## config.mk

```make
export PLATFORM = sky130hd
export DESIGN_NAME = nvs_store_seq
export DESIGN_NICKNAME = d
export VERILOG_FILES = /design/src/rtl/nvs_pkg.sv /design/src/rtl/nvs_arm.sv /design/src/rtl/nvs_timer.sv /design/src/rtl/nvs_bank.sv /design/src/rtl/nvs_store_seq.sv
export SDC_FILE = /design/constraint.sdc
export NUM_CORES = 1
export LEC_CHECK = 0
export BUFFER_PORTS_ARGS = -buffer_cell sky130_fd_sc_hd__buf_2
export CAP_MARGIN = 20
export CORE_ASPECT_RATIO = 1.5
export CORE_MARGIN = 2
export CORE_UTILIZATION = 50
export DETAILED_ROUTE_END_ITERATION = 10
export HOLD_SLACK_MARGIN = 0.15
export PLACE_DENSITY = 0.75
export SLEW_MARGIN = 20
export SYNTH_ARGS = -nofsm -noshare
export SYNTH_HDL_FRONTEND = slang
export SYNTH_HIERARCHICAL = 1
export SYNTH_SLANG_ARGS = --single-unit
export TNS_END_PERCENT = 20
```

## constraint.sdc

```tcl
create_clock -name clk -period 2.5 [get_ports clk]
set_input_delay 0.25 -clock clk [delete_from_list [all_inputs] [get_ports clk]]
set_output_delay 0.25 -clock clk [all_outputs]
set_load 0.005 [all_outputs]
```

## src/rtl/nvs_pkg.sv

```systemverilog
package nvs_pkg;

  typedef enum logic [1:0] {
    ST_NONE   = 2'b00,
    ST_HOST   = 2'b01,
    ST_WCR    = 2'b10,
    ST_GLOBAL = 2'b11
  } store_kind_e;

  // Which pots a store of this kind touches.
  function automatic logic pot_selected(store_kind_e k, int unsigned tgt, int unsigned p);
    case (k)
      ST_GLOBAL:      return 1'b1;
      ST_HOST,
      ST_WCR:         return (tgt == p);
      default:        return 1'b0;
    endcase
  endfunction

  function automatic logic is_store(store_kind_e k);
    return (k != ST_NONE);
  endfunction

  // Counter reload so that busy lasts exactly 'cycles' clocks.
  function automatic int unsigned busy_reload(int unsigned cycles);
    return (cycles > 0) ? cycles - 1 : 0;
  endfunction

endpackage

```

## src/rtl/nvs_arm.sv

```systemverilog
module nvs_arm
  import nvs_pkg::*;
#(
  parameter int NPOT = 2,
  parameter int DW   = 6,
  parameter int IW   = 2,
  parameter int PW   = 1
) (
  input  logic                 clk,
  input  logic                 rst_n,
  input  logic                 cs_n,
  input  logic                 frame_abort,
  input  logic                 busy,
  input  logic                 req_valid,
  input  logic [1:0]           req_kind,
  input  logic [PW-1:0]        req_pot,
  input  logic [IW-1:0]        req_idx,
  input  logic [DW-1:0]        req_data,
  input  logic [NPOT*DW-1:0]   wcr_vals,
  output logic                 cs_rise,
  output logic                 armed,
  output store_kind_e          cap_kind,
  output logic [PW-1:0]        cap_pot,
  output logic [IW-1:0]        cap_idx,
  output logic [DW-1:0]        cap_data,
  output logic [NPOT*DW-1:0]   cap_wcr
);

  logic        cs_q;
  store_kind_e kind_in;
  logic        take;

  assign kind_in = store_kind_e'(req_kind);
  assign cs_rise = cs_n & ~cs_q;
  assign take    = req_valid & ~cs_n & ~busy & ~frame_abort & is_store(kind_in);

  always_ff @(posedge clk) begin
    if (!rst_n) begin
      cs_q     <= 1'b1;
      armed    <= 1'b0;
      cap_kind <= ST_NONE;
      cap_pot  <= '0;
      cap_idx  <= '0;
      cap_data <= '0;
      cap_wcr  <= '0;
    end else begin
      cs_q <= cs_n;
      if (cs_rise || frame_abort) begin
        armed <= 1'b0;
      end else if (take) begin
        armed <= 1'b1;
      end
      if (take) begin
        cap_kind <= kind_in;
        cap_pot  <= req_pot;
        cap_idx  <= req_idx;
        cap_data <= req_data;
        cap_wcr  <= wcr_vals;
      end
    end
  end

  // every chip-select rise leaves nothing armed
  p_rise_clears_r7: assert property (@(posedge clk) disable iff (!rst_n)
    cs_rise |=> !armed);

  // arming never happens during a busy window
  p_no_arm_busy_r8: assert property (@(posedge clk) disable iff (!rst_n)
    $rose(armed) |-> !$past(busy));

  // arming never happens while deselected
  p_no_arm_idle_r8: assert property (@(posedge clk) disable iff (!rst_n)
    $rose(armed) |-> !$past(cs_n));

endmodule

```

## src/rtl/nvs_timer.sv

```systemverilog
module nvs_timer
  import nvs_pkg::*;
#(
  parameter int unsigned CYCLES = 250000
) (
  input  logic clk,
  input  logic rst_n,
  input  logic start,
  output logic busy,
  output logic done
);

  localparam int unsigned CW = (CYCLES > 1) ? $clog2(CYCLES) : 1;
  localparam logic [CW-1:0] RELOAD = CW'(busy_reload(CYCLES));

  logic [CW-1:0] cnt;

  assign done = busy & (cnt == '0);

  always_ff @(posedge clk) begin
    if (!rst_n) begin
      busy <= 1'b0;
      cnt  <= '0;
    end else if (start && !busy) begin
      busy <= 1'b1;
      cnt  <= RELOAD;
    end else if (done) begin
      busy <= 1'b0;
    end else if (busy) begin
      cnt <= cnt - 1'b1;
    end
  end

  // counter stays within the store window
  p_cnt_bound_r5: assert property (@(posedge clk) disable iff (!rst_n)
    busy |-> (cnt <= RELOAD));

  // every window begins at the full reload
  p_window_start_r5: assert property (@(posedge clk) disable iff (!rst_n)
    $rose(busy) |-> (cnt == RELOAD));

  // a start never arrives during a window
  p_start_idle_r8: assert property (@(posedge clk) disable iff (!rst_n)
    start |-> !busy);

endmodule

```

## src/rtl/nvs_bank.sv

```systemverilog
module nvs_bank
  import nvs_pkg::*;
#(
  parameter int NPOT = 2,
  parameter int NREG = 4,
  parameter int DW   = 6,
  parameter int IW   = 2,
  parameter int PW   = 1
) (
  input  logic               clk,
  input  logic               rst_n,
  input  logic               we,
  input  store_kind_e        kind,
  input  logic [PW-1:0]      pot,
  input  logic [IW-1:0]      idx,
  input  logic [DW-1:0]      data,
  input  logic [NPOT*DW-1:0] wcr,
  input  logic [PW-1:0]      rd_pot,
  input  logic [IW-1:0]      rd_idx,
  output logic [DW-1:0]      rd_data
);

  logic [NPOT-1:0][NREG-1:0][DW-1:0] mem;
  logic [NPOT-1:0]                   pot_we;
  logic [NPOT-1:0][DW-1:0]           new_word;

  function automatic logic [DW-1:0] store_word(store_kind_e k, logic [DW-1:0] host,
                                              logic [DW-1:0] wiper);
    return (k == ST_HOST) ? host : wiper;
  endfunction

  for (genvar gp = 0; gp < NPOT; gp++) begin : g_pot
    assign pot_we[gp]   = we & pot_selected(kind, int'(pot), gp);
    assign new_word[gp] = store_word(kind, data, wcr[gp*DW +: DW]);
  end

  always_ff @(posedge clk) begin
    if (!rst_n) begin
      mem <= '0;
    end else begin
      for (int p = 0; p < NPOT; p++) begin
        for (int r = 0; r < NREG; r++) begin
          if (pot_we[p] && (int'(idx) == r)) mem[p][r] <= new_word[p];
        end
      end
    end
  end

  assign rd_data = mem[rd_pot][rd_idx];

  // storage is frozen on every cycle without a write strobe
  p_hold_r6: assert property (@(posedge clk) disable iff (!rst_n)
    !we |=> $stable(mem));

endmodule

```

## src/rtl/nvs_store_seq.sv

```systemverilog
module nvs_store_seq
  import nvs_pkg::*;
#(
  parameter int          NPOT        = 2,
  parameter int          NREG        = 4,
  parameter int          DW          = 6,
  parameter int unsigned BUSY_CYCLES = 250000
) (
  input  logic                 clk,
  input  logic                 rst_n,
  input  logic                 cs_n,
  input  logic                 wp_n,
  input  logic                 frame_abort,
  input  logic                 req_valid,
  input  logic [1:0]           req_kind,
  input  logic [((NPOT > 1) ? $clog2(NPOT) : 1)-1:0] req_pot,
  input  logic [((NREG > 1) ? $clog2(NREG) : 1)-1:0] req_idx,
  input  logic [DW-1:0]        req_data,
  input  logic [NPOT*DW-1:0]   wcr_vals,
  input  logic [((NPOT > 1) ? $clog2(NPOT) : 1)-1:0] rd_pot,
  input  logic [((NREG > 1) ? $clog2(NREG) : 1)-1:0] rd_idx,
  output logic [DW-1:0]        rd_data,
  output logic                 wip
);

  localparam int PW = (NPOT > 1) ? $clog2(NPOT) : 1;
  localparam int IW = (NREG > 1) ? $clog2(NREG) : 1;

  logic               cs_rise;
  logic               armed;
  store_kind_e        cap_kind;
  logic [PW-1:0]      cap_pot;
  logic [IW-1:0]      cap_idx;
  logic [DW-1:0]      cap_data;
  logic [NPOT*DW-1:0] cap_wcr;
  logic               commit_fire;
  logic               store_done;
  logic               busy;

  nvs_arm #(.NPOT(NPOT), .DW(DW), .IW(IW), .PW(PW)) u_arm (
    .clk        (clk),
    .rst_n      (rst_n),
    .cs_n       (cs_n),
    .frame_abort(frame_abort),
    .busy       (busy),
    .req_valid  (req_valid),
    .req_kind   (req_kind),
    .req_pot    (req_pot),
    .req_idx    (req_idx),
    .req_data   (req_data),
    .wcr_vals   (wcr_vals),
    .cs_rise    (cs_rise),
    .armed      (armed),
    .cap_kind   (cap_kind),
    .cap_pot    (cap_pot),
    .cap_idx    (cap_idx),
    .cap_data   (cap_data),
    .cap_wcr    (cap_wcr)
  );

  assign commit_fire = cs_rise & armed & wp_n;

  nvs_timer #(.CYCLES(BUSY_CYCLES)) u_timer (
    .clk  (clk),
    .rst_n(rst_n),
    .start(commit_fire),
    .busy (busy),
    .done (store_done)
  );

  nvs_bank #(.NPOT(NPOT), .NREG(NREG), .DW(DW), .IW(IW), .PW(PW)) u_bank (
    .clk    (clk),
    .rst_n  (rst_n),
    .we     (store_done),
    .kind   (cap_kind),
    .pot    (cap_pot),
    .idx    (cap_idx),
    .data   (cap_data),
    .wcr    (cap_wcr),
    .rd_pot (rd_pot),
    .rd_idx (rd_idx),
    .rd_data(rd_data)
  );

  assign wip = busy;

  // a store window opens only right after a chip-select rise with a request armed
  p_wip_after_rise_r2: assert property (@(posedge clk) disable iff (!rst_n)
    $rose(wip) |-> ($past(cs_rise) && $past(armed)));

  // a store window never opens with write protect asserted
  p_wp_gate_r6: assert property (@(posedge clk) disable iff (!rst_n)
    $rose(wip) |-> $past(wp_n));

  // the window closes only through the bank write
  p_write_on_exit_r5: assert property (@(posedge clk) disable iff (!rst_n)
    $fell(wip) |-> $past(store_done));

endmodule

```

==> results of run 1 <==
per-layer routing:
layer / GRT usage (%) / vias up
met5: 0 / -
met4: 10.5 / 0
met3: 3.96 / 22
met2: 36.1 / 88
met1: 25.3 / 1723
li1: - / 1738
power by group:
part / internal (mW) / switching [mW]
registers: 1.48 / 0.00820
logic: 0.0620 / 0.0883
clock network: 0.749 / 0.542
total: 2.29 / 0.638
sequential cells by signal, summed over array words and instances, names as in the netlist, 2 cells and up:
register	cells
u_timer/cnt	18
u_arm/cap_data	6
u_arm/cap_kind	2
u_bank/mem	48
u_arm/cap_wcr	12
u_arm/cap_idx	2
cell usage in the layout (no fill, tap or decap), types with 3 or more instances in the layout:
master / n
a21oi_1: 7
a31oi_1: 5
and2_1: 6
buf_2: 37
buf_4: 12
clkbuf_16: 9
clkbuf_8: 3
clkinv_2: 3
dfxtp_1: 92
ha_1: 5
inv_1: 6
mux2_2: 6
mux2i_1: 73
mux4_1: 12
nand2_1: 100
nand3_1: 3
nor2_1: 5
nor2b_1: 15
nor3_1: 7
nor4_1: 6
o21a_1: 3
o21ai_0: 15
o21ai_1: 6
o31ai_1: 4
or3_1: 13
or4_1: 7
cell families after synthesis:
family / count (synthesis)
AND/OR/NAND/NOR: 186
adder cells (fa/ha/maj): 5
buffers and inverters: 34
AO/OA/AOI/OAI: 57
multiplexers: 91
flip-flops: 92
per-stage QoR:
stage | cell area (um^2) | util (%)
finish | 5160 | 58.4
CTS | 5100 | 57.8
global placement | 4810 | 54.5
detailed placement | 4810 | 54.5
global route | 5160 | 58.4
floorplan | 4550 | -
tightest hold or removal path, stage by stage:
cell     delay, ns
buf_2         0.09
nand2_1       0.04
mux2i_1       0.06
layout make-up:
class,count,area [um^2]
inverter,6,22.5
sequential,92,1840
timing repair buffer,50,295
tap,110,138
clock inverter,4,22.5
fill,760,3670
clock buffer,12,267
multi-input combinational,339,2570
repair_timing:
action	in CTS	in global routing
hold buffers	0	0
endpoints found under the setup margin	0	44
resized for setup	0	11
how the worst max path moves through the flow:
stage	from	to	depth (start not counted)	slack [ns]
after floorplan	u_timer/cnt[0]	u_bank/mem[0]	8	0.08
after global placement	u_timer/cnt[0]	u_bank/mem[34]	8	0.15
after detailed placement	u_timer/cnt[0]	u_bank/mem[0]	8	0.04
after CTS	u_timer/cnt[0]	u_bank/mem[0]	8	0.01
after global routing	u_timer/cnt[0]	u_bank/mem[0]	8	0.07
final	u_timer/cnt[0]	u_bank/mem[0]	8	0.20
==> flow_summary.yaml, run 1 <==
outcome:
  status: "completed"
logic_synthesis:
  synth_edf_count: 0
  syn_nets: 502
  synth-adder-area-share_pct: 1.38
  netlist_instances: 465
  synth_top_area_share_pct: 40.5
  synth.mux.area_fraction_pct: 24.5
  synthArstFlopShare_pct: 0
  synth_compound_area_share_pct: 8.26
  yosys_warnings: 6
  synth.most_common_cell: "nand2_1"
  synth_top_family_by_area: "multiplexers"
  syn_area_mm2: 0.00454
  syn_area_per_cell_um2: 9.77
  synth_top_flop_cell: "dfxtp_1"
  yosysUniqueCellTypes: 53
  synth-simple-area-share_pct: 21.1
  synth_area_leaders: "dfxtp_1 (41%), mux2i_1 (16%), nand2_1 (8.4%)"
  synth_top_cell_by_area: "dfxtp_1"
  ys_ff_latch: 92
  synth.top_cells.by_count: "nand2_1 (102), dfxtp_1 (92), mux2i_1 (73)"
  ys_seq_area_share_pct: 40.5
  synth-xor-area-share_pct: 0
die:
  die_area_mm2: 0.00988
  core_mm2: 0.00883
  die_h_um: 121
  placementRows: 42
  die_x_um: 81.8
  initial_core_util_pct: 51.5
  io_pins: 39
sta:
  max_slew.worst_pin.slew_ns: 0.626
  rsz0062_at_grt: "false"
  fin_skew_ns: 0.00631
  maxSlewViolCount: 0
  setup_slack_ns: 0.201
  slew_headroom_pct: 57.8
  fmax_mhz: 435
  fin_hold_ws_ns: 0.160
  final-hold-violation-count: 0
  tns_ns: 0
  finalSetupViolCount: 0
  finalCritPeriodShare_pct: 92.0
  min_period_ns: 2.30
clock_network:
  clk_latency_ns: 0.34
  clkTransAtPathRegs_ns: 0.06
  tritoncts: "built"
  cts_buffers: 9
  root_buffer: "clkbuf_16"
  cts.sinks: 92
  postCtsSetupBuffers: 0
  clock_path_buffers: 2
  htree_levels: 3
critical_path:
  cp_max_fo: 6
  cp_top_family: "simple AND/OR/NAND/NOR gates"
  crit_chain: "inv_1, ha_1, or3b_4, nor3_4, and3_4, nor4b_4, o21ai_4, mux2i_1"
  critPathBufInv: 1
  r2r_setup_slack_ns: 0.20
  reg2regPathDepth: 8
  cp_slowest_cell: "or3b_4"
  worstSetupPathType: "reg -> reg"
  critPathMaxStageDelay_ns: 0.40
  r2r-end: "u_bank/mem[0]"
  r2r-start: "u_timer/cnt[0]"
  worst_ep_arrival_time_ns: 2.48
  required_ns: 2.68
  endpoint_kind: "flip-flop"
  start_kind: "flip-flop"
grt:
  grt_pass1_vias: 3544
  grt_usage_pct: 21.3
  grt_pass1_wl_mm: 16.3
  grt_max_degree: 113
  antenna_found_initial: 0
  grt_overflow: 0
worst_hold_path:
  min_path_cells: 3
  worstHoldStart: "req_data[0]"
  holdPathEnd: "u_arm/cap_data[0]"
  hp-class: "in -> reg"
route:
  ant_nets: 0
  dr.first_iter.drc_count: 142
  drc: 0
  vias: 3571
  wl_met2_mm: 5.27
  drt-met1-wl_mm: 4.05
  avgViaCountPerCell: 5.83
  wl_met3_um: 333
  wirelength_mm: 9.96
  avgRoutedWirePerCell_um: 16.3
  highest-signal-layer: "met4"
  firstDrtPassIters: 4
placed_design:
  place_congestion: 0.859
  post-place-ws_ns: 0.0441
  placedCellCount: 597
  port_buffers: 38
  hpwlAfterDp_mm: 7.27
finish:
  nets: 535
  drive_gt1_share_pct: 18.1
  diodes: 0
  syn_to_final_growth_pct: 13.5
  final_cells: 613
power_and_ir_drop:
  leakagePower_nw: 2.33
  ir_drop_mv: 0.397
  powerDensity_mw_per_mm2: 568
  finalPower_mw: 2.93
job:
  cap_violations: 0
Power figures use the tool's default switching activity.
==> inputs of run 2 (changes only) <==
Settings changed: PLACE_DENSITY 0.75 to 0.73.
Clock period 2.5 ns to 2.4 ns, I/O delays scaled along.
==> run 2 against run 1 <==
Against the previous run:
- sequential share of layout area is 1.6 points lower
- cell count grew 3.4%
- first-iteration DRC count is 21% higher
- routed wire length increased by 7.7%
- flip-flop and latch count stayed put
- register-to-register slack got worse by 0.098 ns
- critical endpoint is now u_timer/cnt[12]
- largest power group unchanged
==> flow_summary.yaml, run 2 (synthesis results as in run 1) <==
sta:
  finalCritPeriodShare_pct: 95.7
  fmax_mhz: 435
  finalSetupViolCount: 0
  tns_ns: 0
  maxSlewViolCount: 0
  final-hold-violation-count: 0
  slew_headroom_pct: 57.3
  rsz0062_at_grt: "false"
  max_slew.worst_pin.slew_ns: 0.633
  setup_slack_ns: 0.103
  fin_skew_ns: 0.00661
  fin_hold_ws_ns: 0.162
  min_period_ns: 2.30
clock_network:
  clkTransAtPathRegs_ns: 0.06
  clk_latency_ns: 0.34
  tritoncts: "built"
  clock_path_buffers: 2
  root_buffer: "clkbuf_16"
  cts.sinks: 92
  htree_levels: 3
  cts_buffers: 9
  postCtsSetupBuffers: 0
finish:
  final_area_mm2: 0.00539
  largest_register_ff_count: 48
  most-common-layout-cells: "nand2_1 (100), dfxtp_1 (92), mux2i_1 (73)"
  nets: 556
  drive_gt1_share_pct: 18.3
  largest-register: "u_bank/mem"
  final_cells: 634
  final_util_pct: 61.1
  diodes: 0
  syn_to_final_growth_pct: 18.7
  layout_commonest_cell: "nand2_1"
  reg_top3: "u_bank/mem: 48 flops, u_timer/cnt: 18 flops, u_arm/cap_wcr: 12 flops"
placed_design:
  placedCellCount: 602
  port_buffers: 38
  post-place-ws_ns: -0.0134
  hpwlAfterDp_mm: 7.55
  dpl_cell_area_mm2: 0.00486
  place_congestion: 0.920
power_and_ir_drop:
  leakagePower_nw: 2.44
  finalPower_mw: 3.28
  ir_drop_mv: 0.459
  powerDensity_mw_per_mm2: 608
grt:
  grt_pass1_vias: 3615
  antenna_found_initial: 0
  grt_max_degree: 44
  grt_usage_pct: 22.6
  grt_overflow: 0
  grt_pass1_wl_mm: 17.0
critical_path:
  r2r-end: "u_timer/cnt[12]"
  worst_ep_arrival_time_ns: 2.55
  start_kind: "flip-flop"
  endpoint: "u_timer/cnt[12]"
  r2r-start: "u_timer/cnt[4]"
  required_ns: 2.66
  startpoint: "u_timer/cnt[4]"
  endpoint_kind: "flip-flop"
  r2r_setup_slack_ns: 0.10
  cp_max_fo: 9
  worstSetupPathType: "reg -> reg"
  reg2regPathDepth: 4
worst_hold_path:
  hp-class: "in -> reg"
  worstHoldStart: "wcr_vals[5]"
route:
  wirelength_mm: 10.7
  avgRoutedWirePerCell_um: 16.9
  ant_nets: 0
  avgViaCountPerCell: 5.76
  drc: 0
  dr.first_iter.drc_count: 172
  firstDrtPassIters: 4
  vias: 3649
die:
  die_h_um: 121
  placementRows: 42
  initial_core_util_pct: 51.5
  die_area_mm2: 0.00988
  die_x_um: 81.8
  core_mm2: 0.00883
  io_pins: 39
outcome:
  status: "completed"
job:
  cap_violations: 0
## run 2: cell count changes in the layout (fill, tap and decap cells not counted)
cell           before  now
dlygate4sd3_1       0   16
buf_4              12   17
clkinv_2            3    0
bufinv_16           0    2
clkbuf_8            3    2
clkinv_4            0    1
clkinvlp_4          1    2
o21ai_2             2    3
o21ai_4             1    0
## run 2: cell type report
| type | instances | area, um^2 |
|---|---|---|
| Clock buffer | 11 | 253 |
| Timing Repair Buffer | 71 | 493 |
| Multi-Input combinational cell | 339 | 2560 |
| Clock inverter | 5 | 83.8 |
| Tap cell | 110 | 138 |
| Inverter | 6 | 22.5 |
| Sequential cell | 92 | 1840 |
| Fill cell | 746 | 3430 |
## run 2: power breakdown
group / switching (mW) / leakage, nW / internal [mW]
Clock: 0.578 / 0.158 / 0.970
Combinational: 0.0975 / 1.54 / 0.0837
Sequential: 0.00814 / 0.742 / 1.54
Total: 0.684 / 2.44 / 2.59
## run 2: per-layer routing
metal  up-vias  track usage (%)  routed length, um
li1       1783                -                  -
met1      1766             24.4               4140
met2        74             41.4               5940
met3        26             3.73                282
met4         0             10.7                374
met5         -                0                  0
## run 2: how the worst min path moves through the flow
stage	to	slack, ns	cells after the start
after global placement	u_bank/mem[45]	0.44	2
after CTS	u_arm/cap_wcr[5]	0.15	3
after global routing	u_arm/cap_idx[1]	0.16	3
after floorplan	u_arm/cs_q	0.35	1
after detailed placement	u_arm/cap_data[2]	0.44	2
final	u_arm/cap_wcr[5]	0.16	3
## run 2: worst max-delay path, cell delays in order (launching register included)
cell and delay, ns:
dfxtp_1 0.33, or3_1 0.57, or4_1 0.68, or4_1 0.44, a31oi_1 0.19
## run 2: timing repair
item                                    4_1_cts  5_1_grt
hold buffers                                 15        1
resized for setup                             2        7
endpoints found under the setup margin       18       48
pin swaps                                     0        1
hold endpoints to repair                     15        1
==> inputs of run 3 (changes only) <==
Settings changed: MAX_ROUTING_LAYER from default to met4.
==> run 3 against run 2 <==
Against the previous run:
- clock power about the same
- largest cell class unchanged
- routed wire length about the same
- final area unchanged
- combinational power about the same
- critical endpoint unchanged
==> flow_summary.yaml, run 3 (synthesis results as in run 1) <==
critical_path:
  r2r-start: "u_timer/cnt[4]"
  cp_max_fo: 9
  r2r_setup_slack_ns: 0.11
  worstSetupPathType: "reg -> reg"
  reg2regPathDepth: 4
  worst_ep_arrival_time_ns: 2.55
  endpoint: "u_timer/cnt[12]"
  endpoint_kind: "flip-flop"
  start_kind: "flip-flop"
  r2r-end: "u_timer/cnt[12]"
  startpoint: "u_timer/cnt[4]"
  required_ns: 2.66
finish:
  syn_to_final_growth_pct: 18.7
  layout_commonest_cell: "nand2_1"
  final_area_mm2: 0.00539
  nets: 556
  largest_register_ff_count: 48
  largest-register: "u_bank/mem"
  most-common-layout-cells: "nand2_1 (100), dfxtp_1 (92), mux2i_1 (73)"
  final_cells: 634
  diodes: 0
  reg_top3: "u_bank/mem: 48 flops, u_timer/cnt: 18 flops, u_arm/cap_wcr: 12 flops"
  drive_gt1_share_pct: 18.3
clock_network:
  clk_latency_ns: 0.34
  cts.sinks: 92
  postCtsSetupBuffers: 0
  htree_levels: 3
  root_buffer: "clkbuf_16"
  tritoncts: "built"
  clkTransAtPathRegs_ns: 0.06
  clock_path_buffers: 2
  cts_buffers: 9
route:
  wirelength_mm: 10.7
  drc: 0
  avgViaCountPerCell: 5.75
  ant_nets: 0
  firstDrtPassIters: 6
  avgRoutedWirePerCell_um: 16.9
  vias: 3648
  dr.first_iter.drc_count: 172
placed_design:
  place_congestion: 0.937
  placedCellCount: 602
  port_buffers: 38
  dpl_cell_area_mm2: 0.00486
  hpwlAfterDp_mm: 7.55
power_and_ir_drop:
  ir_drop_mv: 0.462
  powerDensity_mw_per_mm2: 608
  leakagePower_nw: 2.44
grt:
  antenna_found_initial: 0
  grt_pass1_vias: 3606
  grt_overflow: 0
  grt_pass1_wl_mm: 17.0
  grt_max_degree: 44
  grt_usage_pct: 23.2
sta:
  slew_headroom_pct: 57.7
  fmax_mhz: 436
  finalCritPeriodShare_pct: 95.6
  finalSetupViolCount: 0
  min_period_ns: 2.29
  maxSlewViolCount: 0
  rsz0062_at_grt: "false"
  max_slew.worst_pin.slew_ns: 0.628
  final-hold-violation-count: 0
  fin_skew_ns: 0.00765
die:
  die_x_um: 81.8
  die_h_um: 121
  placementRows: 42
  core_mm2: 0.00883
  die_area_mm2: 0.00988
  io_pins: 39
  initial_core_util_pct: 51.5
worst_hold_path:
  hp-class: "in -> reg"
  worstHoldStart: "req_data[3]"
  min_path_cells: 3
job:
  cap_violations: 0
outcome:
  status: "completed"
-- run 3: cell counts in the layout (fill, tap and decap cells not counted) --
No cell type changed its count.
-- run 3: report_power, final --
part / leakage [nW] / internal (mW) / total, mW / switching, mW
Combinational: 1.54 / 0.0837 / 0.181 / 0.0976
Clock: 0.158 / 0.970 / 1.55 / 0.581
Sequential: 0.742 / 1.54 / 1.55 / 0.00813
-- run 3: critical path: stages (launching register included) --
cell,delay [ns]
dfxtp_1,0.33
or3_1,0.57
or4_1,0.68
or4_1,0.44
a31oi_1,0.19
-- run 3: cell type report --
type / count / area [um^2]
tap: 110 / 138
inverter: 6 / 22.5
timing repair buffer: 71 / 493
clock buffer: 11 / 253
sequential: 92 / 1840
clock inverter: 5 / 83.8
fill: 746 / 3430
multi-input combinational: 339 / 2560
-- run 3: timing repair --
| item | CTS | global route |
|---|---|---|
| gates cloned | 0 | 0 |
| hold buffers | 15 | 1 |
| setup endpoints to repair | 18 | 48 |
| pin swaps | 0 | 1 |
| hold endpoints to repair | 15 | 1 |
| resized for setup | 2 | 7 |
-- run 3: worst min path at each step --
| stage | end | slack, ns |
|---|---|---|
| floorplan | u_arm/cs_q | 0.35 |
| CTS | u_arm/cap_wcr[5] | 0.15 |
| detailed placement | u_arm/cap_data[2] | 0.44 |
| global placement | u_bank/mem[45] | 0.44 |
| finish | u_arm/cap_data[3] | 0.16 |
| global route | u_arm/cap_idx[1] | 0.17 |
-- run 3: metal layers --
| layer | wire (um) | GRT usage (%) | share of wire (%) | up-vias |
|---|---|---|---|---|
| met1 | 4220 | 24.4 | 39 | 1771 |
| met4 | 369 | 10.8 | 3.4 | 0 |
| met3 | 255 | 3.43 | 2.4 | 25 |
| met2 | 5880 | 41.4 | 55 | 65 |
| met5 | 0 | - | 0 | - |
| li1 | - | - | - | 1787 |
-- run 3: stage by stage --
stage	hold WS, ns	power (mW)	utilization [%]	TNS (ns)	worst slack [ns]
2_1_floorplan	0.350	1.69	-	0	0.0767
3_3_place_gp	0.437	1.74	55.0	0	0.0962
3_5_place_dp	0.442	1.74	55.0	-0.0378	-0.0134
4_1_cts	0.151	3.31	60.7	0	0.000415
5_1_grt	0.166	3.39	61.1	0	0.0195
6_report	0.164	3.28	61.1	0	0.106
